<file path="src/rtl/exc_pkg.sv">
package exc_pkg;
  localparam int NTRAP = 7;
  localparam int NKIND = 10;
  localparam int VEC_W = 8;

  typedef enum logic [3:0] {
    K_NMI   = 4'd0,
    K_INT   = 4'd1,
    K_TRC   = 4'd2,
    K_SLAVE = 4'd3,
    K_ILL   = 4'd4,
    K_SVC   = 4'd5,
    K_DVZ   = 4'd6,
    K_FLG   = 4'd7,
    K_BPT   = 4'd8,
    K_UND   = 4'd9
  } exc_kind_e;

  typedef enum logic [1:0] {S_IDLE, S_ACK, S_OFFER} ctl_state_e;

  // Fixed vector numbers; the maskable interrupt vector comes from the bus.
  function automatic logic [VEC_W-1:0] fixed_vector(exc_kind_e k);
    case (k)
      K_NMI:   fixed_vector = VEC_W'(1);
      K_TRC:   fixed_vector = VEC_W'(9);
      K_UND:   fixed_vector = VEC_W'(10);
      K_INT:   fixed_vector = '0;
      default: fixed_vector = VEC_W'(k);
    endcase
  endfunction
endpackage

</file>
<file path="src/rtl/exc_nmi_edge.sv">
module exc_nmi_edge #(
  parameter int SYNC = 2
) (
  input  logic clk,
  input  logic rst_n,
  input  logic pin_n,
  input  logic clr,
  output logic pend
);
  logic [SYNC:0] sh;
  logic          fall;

  assign fall = sh[SYNC] & ~sh[SYNC-1];

  always_ff @(posedge clk or negedge rst_n) begin
    if (!rst_n) begin
      sh   <= '1;
      pend <= 1'b0;
    end else begin
      sh   <= {sh[SYNC-1:0], pin_n};
      pend <= fall | (pend & ~clr);
    end
  end
endmodule

</file>
<file path="src/rtl/exc_trap_pick.sv">
module exc_trap_pick #(
  parameter int N  = 7,
  localparam int IW = (N > 1) ? $clog2(N) : 1
) (
  input  logic [N-1:0]  req,
  output logic          any,
  output logic [IW-1:0] idx
);
  assign any = |req;

  always_comb begin
    idx = '0;
    for (int i = N - 1; i >= 0; i--) begin
      if (req[i]) idx = IW'(i);
    end
  end
endmodule

</file>
<file path="src/rtl/exc_sel_ctrl.sv">
module exc_sel_ctrl
  import exc_pkg::*;
#(
  parameter int              ADDR_W       = 24,
  parameter int              SYNC_STAGES  = 2,
  parameter logic [ADDR_W-1:0] NMI_ACK_ADDR = 24'hFFFF00,
  parameter logic [ADDR_W-1:0] INT_ACK_ADDR = 24'hFFFE00
) (
  input  logic              clk,
  input  logic              rst_n,
  input  logic              nmi_n,
  input  logic              irq_req,
  input  logic              irq_en,
  input  logic              trace_pend,
  input  logic              chk_boundary,
  input  logic              chk_exec,
  input  logic              interruptible,
  input  logic [NTRAP-1:0]  trap_req,
  output logic              ack_req,
  output logic [ADDR_W-1:0] ack_addr,
  input  logic              ack_done,
  input  logic [VEC_W-1:0]  ack_data,
  output logic              exc_valid,
  input  logic              exc_ready,
  output logic [NKIND-1:0]  exc_sel,
  output logic [VEC_W-1:0]  exc_vector,
  output logic              ret_next,
  output logic              int_disable
);
  localparam int TIW = $clog2(NTRAP);

  ctl_state_e       st;
  exc_kind_e        kind_q, nk;
  logic [VEC_W-1:0] vec_q;
  logic             ret_q;
  logic             nmi_pend, nmi_clr;
  logic             trap_any;
  logic [TIW-1:0]   trap_idx;
  logic             irq_live, take, to_ack;

  exc_nmi_edge #(.SYNC(SYNC_STAGES)) u_nmi (
    .clk(clk), .rst_n(rst_n), .pin_n(nmi_n), .clr(nmi_clr), .pend(nmi_pend)
  );

  exc_trap_pick #(.N(NTRAP)) u_pick (
    .req(trap_req), .any(trap_any), .idx(trap_idx)
  );

  assign irq_live = irq_req & irq_en;
  assign nmi_clr  = (st == S_ACK) & ack_done & (kind_q == K_NMI);

  // Decision at the two checking points; strobes count only when idle.
  always_comb begin
    take   = 1'b0;
    to_ack = 1'b0;
    nk     = K_NMI;
    if (st == S_IDLE) begin
      if (chk_boundary) begin
        if (nmi_pend) begin
          take = 1'b1; to_ack = 1'b1; nk = K_NMI;
        end else if (irq_live) begin
          take = 1'b1; to_ack = 1'b1; nk = K_INT;
        end else if (trace_pend) begin
          take = 1'b1; nk = K_TRC;
        end
      end else if (chk_exec) begin
        if (trap_any) begin
          take = 1'b1;
          nk   = exc_kind_e'(4'(K_SLAVE) + 4'(trap_idx));
        end else if (interruptible && nmi_pend) begin
          take = 1'b1; to_ack = 1'b1; nk = K_NMI;
        end else if (interruptible && irq_live) begin
          take = 1'b1; to_ack = 1'b1; nk = K_INT;
        end
      end
    end
  end

  always_ff @(posedge clk or negedge rst_n) begin
    if (!rst_n) begin
      st     <= S_IDLE;
      kind_q <= K_NMI;
      vec_q  <= '0;
      ret_q  <= 1'b0;
    end else begin
      case (st)
        S_IDLE: if (take) begin
          kind_q <= nk;
          vec_q  <= fixed_vector(nk);
          ret_q  <= (nk == K_TRC);
          st     <= to_ack ? S_ACK : S_OFFER;
        end
        S_ACK: if (ack_done) begin
          vec_q <= (kind_q == K_NMI) ? VEC_W'(1) : ack_data;
          st    <= S_OFFER;
        end
        S_OFFER: if (exc_ready) st <= S_IDLE;
        default: st <= S_IDLE;
      endcase
    end
  end

  assign ack_req     = (st == S_ACK);
  assign ack_addr    = (kind_q == K_NMI) ? NMI_ACK_ADDR : INT_ACK_ADDR;
  assign exc_valid   = (st == S_OFFER);
  assign exc_sel     = exc_valid ? (NKIND'(1) << kind_q) : '0;
  assign exc_vector  = vec_q;
  assign ret_next    = ret_q;
  assign int_disable = exc_valid & ((kind_q == K_NMI) | (kind_q == K_INT));
endmodule

</file>
<file path="config.mk">
export PLATFORM = sky130hd
export DESIGN_NAME = exc_sel_ctrl
export DESIGN_NICKNAME = d
export VERILOG_FILES = /design/src/rtl/exc_pkg.sv /design/src/rtl/exc_nmi_edge.sv /design/src/rtl/exc_trap_pick.sv /design/src/rtl/exc_sel_ctrl.sv
export SDC_FILE = /design/constraint.sdc
export NUM_CORES = 1
export LEC_CHECK = 0
export ABC_AREA = 1
export BUFFER_PORTS_ARGS = -buffer_cell sky130_fd_sc_hd__buf_2
export CAP_MARGIN = 20
export CORE_ASPECT_RATIO = 1.5
export CORE_MARGIN = 3
export CORE_UTILIZATION = 49
export DETAILED_ROUTE_END_ITERATION = 7
export PLACE_DENSITY_LB_ADDON = 0.05
export SKIP_CTS_REPAIR_TIMING = 1
export SYNTH_ARGS = -nofsm -noshare
export SYNTH_HDL_FRONTEND = slang
export SYNTH_SLANG_ARGS = --single-unit
export TNS_END_PERCENT = 5
</file>
<file path="constraint.sdc">
create_clock -name clk -period 2.05 [get_ports clk]
set_input_delay 0.205 -clock clk [delete_from_list [all_inputs] [get_ports clk]]
set_output_delay 0.205 -clock clk [all_outputs]
set_load 0.02 [all_outputs]
</file>
======== Word level (Yosys, flattened, before mapping) ========
Cells that the tools add are included.
cells by class
  reductions and logical operators ........ 10
  equal/unequal tests ..................... 9
  bitwise operators ....................... 10
  add/subtract/negate cells ............... 1
  shifts and indexed selects .............. 1
  muxes and demuxes ....................... 43
operator list
  operator                                                                  number
  8-bit two-way mux                                                         3
  3-bit two-way mux                                                         7
  1-bit two-way mux                                                         17
  4-bit two-way mux                                                         4
  4-bit one-hot mux with 4 select lines                                     1
  8-bit one-hot mux with 2 select lines                                     1
  2-bit two-way mux                                                         7
  10-bit two-way mux                                                        1
  1-bit by 4-bit left shift with 10-bit output (first input constant)       1
  9-bit two-way mux                                                         1
  4-bit by 1-bit equality test with 1-bit output (second input constant)    2
  4-bit logical NOT                                                         2
  7-bit OR reduction                                                        1
  1-bit AND                                                                 6
  2-bit one-hot mux with 3 select lines                                     1
  3-bit AND reduction                                                       2
  2-bit by 3-bit adder with 4-bit output (first input constant)             1
  4-bit by 2-bit equality test with 1-bit output (second input constant)    1
  4-bit equality test (second input constant)                               1
  2-bit by 1-bit inequality test with 1-bit output (second input constant)  2
  2-bit by 1-bit equality test with 1-bit output (second input constant)    1
  2-bit equality test (second input constant)                               1
  1-bit logical AND                                                         2
  2-bit logical NOT                                                         1
  other kinds (5)                                                           7
word-level totals
  register bits after elaboration ......... 19
  input port bits ......................... 26
  word-level logic and storage cells ...... 80
  output and inout bits ................... 46

======== Depth between registers and ports, before layout ========
  depth after elaboration ................. 16
  gate-level depth with buffers ........... 16
  depth with buffers taken out ............ 16

======== By module ========
From an unflattened synthesis, not the netlist that was laid out.
second synthesis, totals
  cells, all modules ...................... 201
  area, all modules ....................... 1495.2 um^2
modules (own cells, without submodules)
  module         cells each  sequential area each (um^2)  instances  area each (um^2)
  exc_sel_ctrl   174         375.4                        1          1281.2
  exc_nmi_edge   9           103.8                        1          122.6
  exc_trap_pick  18          0.0                          1          91.3

======== Worst setup path after synthesis ========
No wires, ideal clock.
  path type ............................... register to output
  from .................................... register st[1]
  to ...................................... output exc_sel[1]
  path buffers ............................ 0
  stages on the path, launching flop included .. 5
  arrival ................................. 1354 ps
  slack ................................... 491 ps
  required time ........................... 1845 ps
  path through ............................ dfrtp_1 > inv_1 > nor2_1 > nand2_1 > nor2_1
between the ends
  cells in the longest elaborated chain, start to end .. 2
RTL lines
  element                 RTL line             text
  from (decl)             exc_sel_ctrl.sv:32   ctl_state_e st;
  from (signal assigned)  exc_sel_ctrl.sv:91   st <= to_ack ? S_ACK : S_OFFER;
  2-bit equality test     exc_sel_ctrl.sv:105  assign exc_valid = (st == S_OFFER);
  via exc_valid           exc_sel_ctrl.sv:23   output logic exc_valid,
  10-bit two-way mux      exc_sel_ctrl.sv:106  assign exc_sel = exc_valid ? (NKIND'(1) << kind_q) : '0;
  to (decl)               exc_sel_ctrl.sv:25   output logic [NKIND-1:0] exc_sel,
The timed path passes the listed nets, and every way through them passes these cells.

======== Worst setup path after layout ========
  from .................................... register st[1]
  to ...................................... output exc_sel[1]
between the ends
  cells in the longest elaborated chain, start to end .. 2
RTL lines
  element              RTL line
  2-bit equality test  exc_sel_ctrl.sv:105
  10-bit two-way mux   exc_sel_ctrl.sv:106
Every way passes these cells.

==> metrics.csv <==
metric,value,unit
synth_cell_types,27,
grt_pass1_vias,1235,
die_y,71.26,um
synth_compound_area_share,8.723,%
io-pin-count,72,
clock_tree.root_cell,clkbuf_8,
vias,1281,
cp_data_required_time,1.85,ns
synth_seq_cells,19,
reg2reg_slack,0.51,ns
synth_top_family_by_area,simple AND/OR/NAND/NOR gates,
setup_tns,0,ns
start_kind,flop,
diodes,0,
grt.overflow.total,0,
yosysMostFrequentCell,nand2_1,
hp-class,input port to flop,
synthMuxAreaShare,0,%
cts_buffer_depth,2,
synthFlopType,dfrtp_1,
p_per_area,1125,nW/um^2
clk_pin_slew,0.07,ns
fin_ws,0.3621,ns
synth_common_cells,"52 x nand2_1, 24 x nor2_1, 23 x buf_4, 23 x inv_1, 16 x dfrtp_1",
htree_levels,1,
dp_slack,0.2309,ns
yosysWarnings,0,
period_share,82.34,%
drtAntennaViolNets,0,
grt_pass1_wl,5.181,mm
routed_wl,2.938,mm
cts_tree,yes,
status,"complete, no violations",
synth-edff-count,0,
drv_slew,0,
drv_cap,0,
cts_buffers,3,
yosys.area_share.simple,35.16,%
synth_xor_area_share,0,%
async_reset_ff_share,100.0,%
dpl.hpwl,2.485,mm
ys_seq_area_share,34.44,%
clock.fmax,592.5,MHz
antenna_found_initial,0,
synthTopCellsByArea,"dfrtp_1 29%, nand2_1 14%, buf_4 12%",
synth_top_area_cell,dfrtp_1,
rows,23,
wire_per_inst,10.20,um
io_buffers,48,
drtPass1Iterations,4,
synth_area,1391,sq um
via_per_inst,4.448,
critPathCaptureType,primary output,
cp_max_fo,5,
drive_above_1_share,29.48,%
die_w,49.51,um
finalClockSkew,0.001371,ns
syn-instance-count,200,
grt_usage,18.25,%
final_nets,279,
peakVddDrop,660.9,uV
synth_fa_ha_area_share,0.8993,%
grt_max_degree,20,
coreArea,2705,sq um
drc_errors,0,
clk_latency,0.25,ns
finalHoldViolations,0,
rsz0062_at_grt,false,
arrival,1.48,ns
synth_top_cell_area_share,28.78,%
syn_area_per_cell,6.957,sq um
fp.dieArea,3528,sq um
leakage,0.0009599,uW
drt_iter0_drc,6,
area_growth,17.81,%
fin_crit,1.688,ns
critical_path_class,flop to primary output,
start_util,51.43,%
place_congestion,0.7751,
clock_sinks,19,
finalSetupViolations,0,
critical path, cell delays in order (launching register included):
cell,delay (ns)
dfrtp_1,0.42
inv_1,0.06
nor2_1,0.28
nand2_1,0.17
nor2_1,0.12
buf_2,0.17
placed cells by master, fill, tap and decap left out, types with 6 or more instances in the layout:
cell	instances
buf_2	48
conb_1	23
dfrtp_1	16
inv_1	23
nand2_1	52
nand3_1	14
nor2_1	24
o21ai_0	6
o21ai_1	7
path summary, 6_finish.rpt:
check | startpoint | endpoint | cells past startpoint
setup / recovery | st[1] | exc_sel[1] | 5
hold / removal | nmi_n | u_nmi.sh[0] | 1
setup reg to reg | st[0] | exc_vector[0] | 9
hold reg to reg | u_nmi.sh[0] | u_nmi.sh[1] | 0
max in group asynchronous | rst_n | u_nmi.sh[2] | 2
min in group asynchronous | rst_n | exc_vector[0] | 2
cells by family after synthesis:
kind of cell | after synthesis
compound gates | 20
simple gates | 106
flops | 19
other cells | 2
fa+ha+maj | 1
buf+inv | 52
power by group:
| group | leakage, uW | switching [uW] | internal, uW |
|---|---|---|---|
| Clock | 0.0000228 | 117 | 138 |
| Sequential | 0.000239 | 84.1 | 493 |
| Combinational | 0.000698 | 714 | 297 |
| Total | 0.000960 | 915 | 929 |
cell type report:
class                   instances  area [sq um]
inverters                      29         108.9
flip-flops and latches         19         479.2
repair buffers                 49         250.2
fillers                       281          1066
clock buffers                   4         45.04
multi-input cells             150         709.4
well taps                      37         46.29
sequential cells by signal, summed over array words and instances (netlist names):
register	count
exc_vector	8
kind_q	4
ret_next	1
st	2
u_nmi.pend	1
u_nmi.sh	3
metal layers:
| metal | up-vias | global-route usage, % | routed length (um) |
|---|---|---|---|
| met3 | 2 | 2.703 | 165 |
| met2 | 40 | 34.03 | 1568 |
| li1 | 672 | - | - |
| met1 | 567 | 20.86 | 1182 |
| met4 | 0 | 6.462 | 21 |
| met5 | - | 0 | 0 |
through the flow:
step,util [%],instance area [sq um],instances,hold WS (ns),total power (uW)
3_3_place_gp,58.56,1584,283,0.1637,1600
4_1_cts,60.22,1629,287,-0.1147,1867
3_5_place_dp,58.56,1584,283,0.1607,1609
2_1_floorplan,-,1470,221,-0.09059,1331
5_1_grt,60.59,1639,288,0.03460,2022
6_report,60.59,1639,288,0.04454,1844
Power figures use the tool's default switching activity.
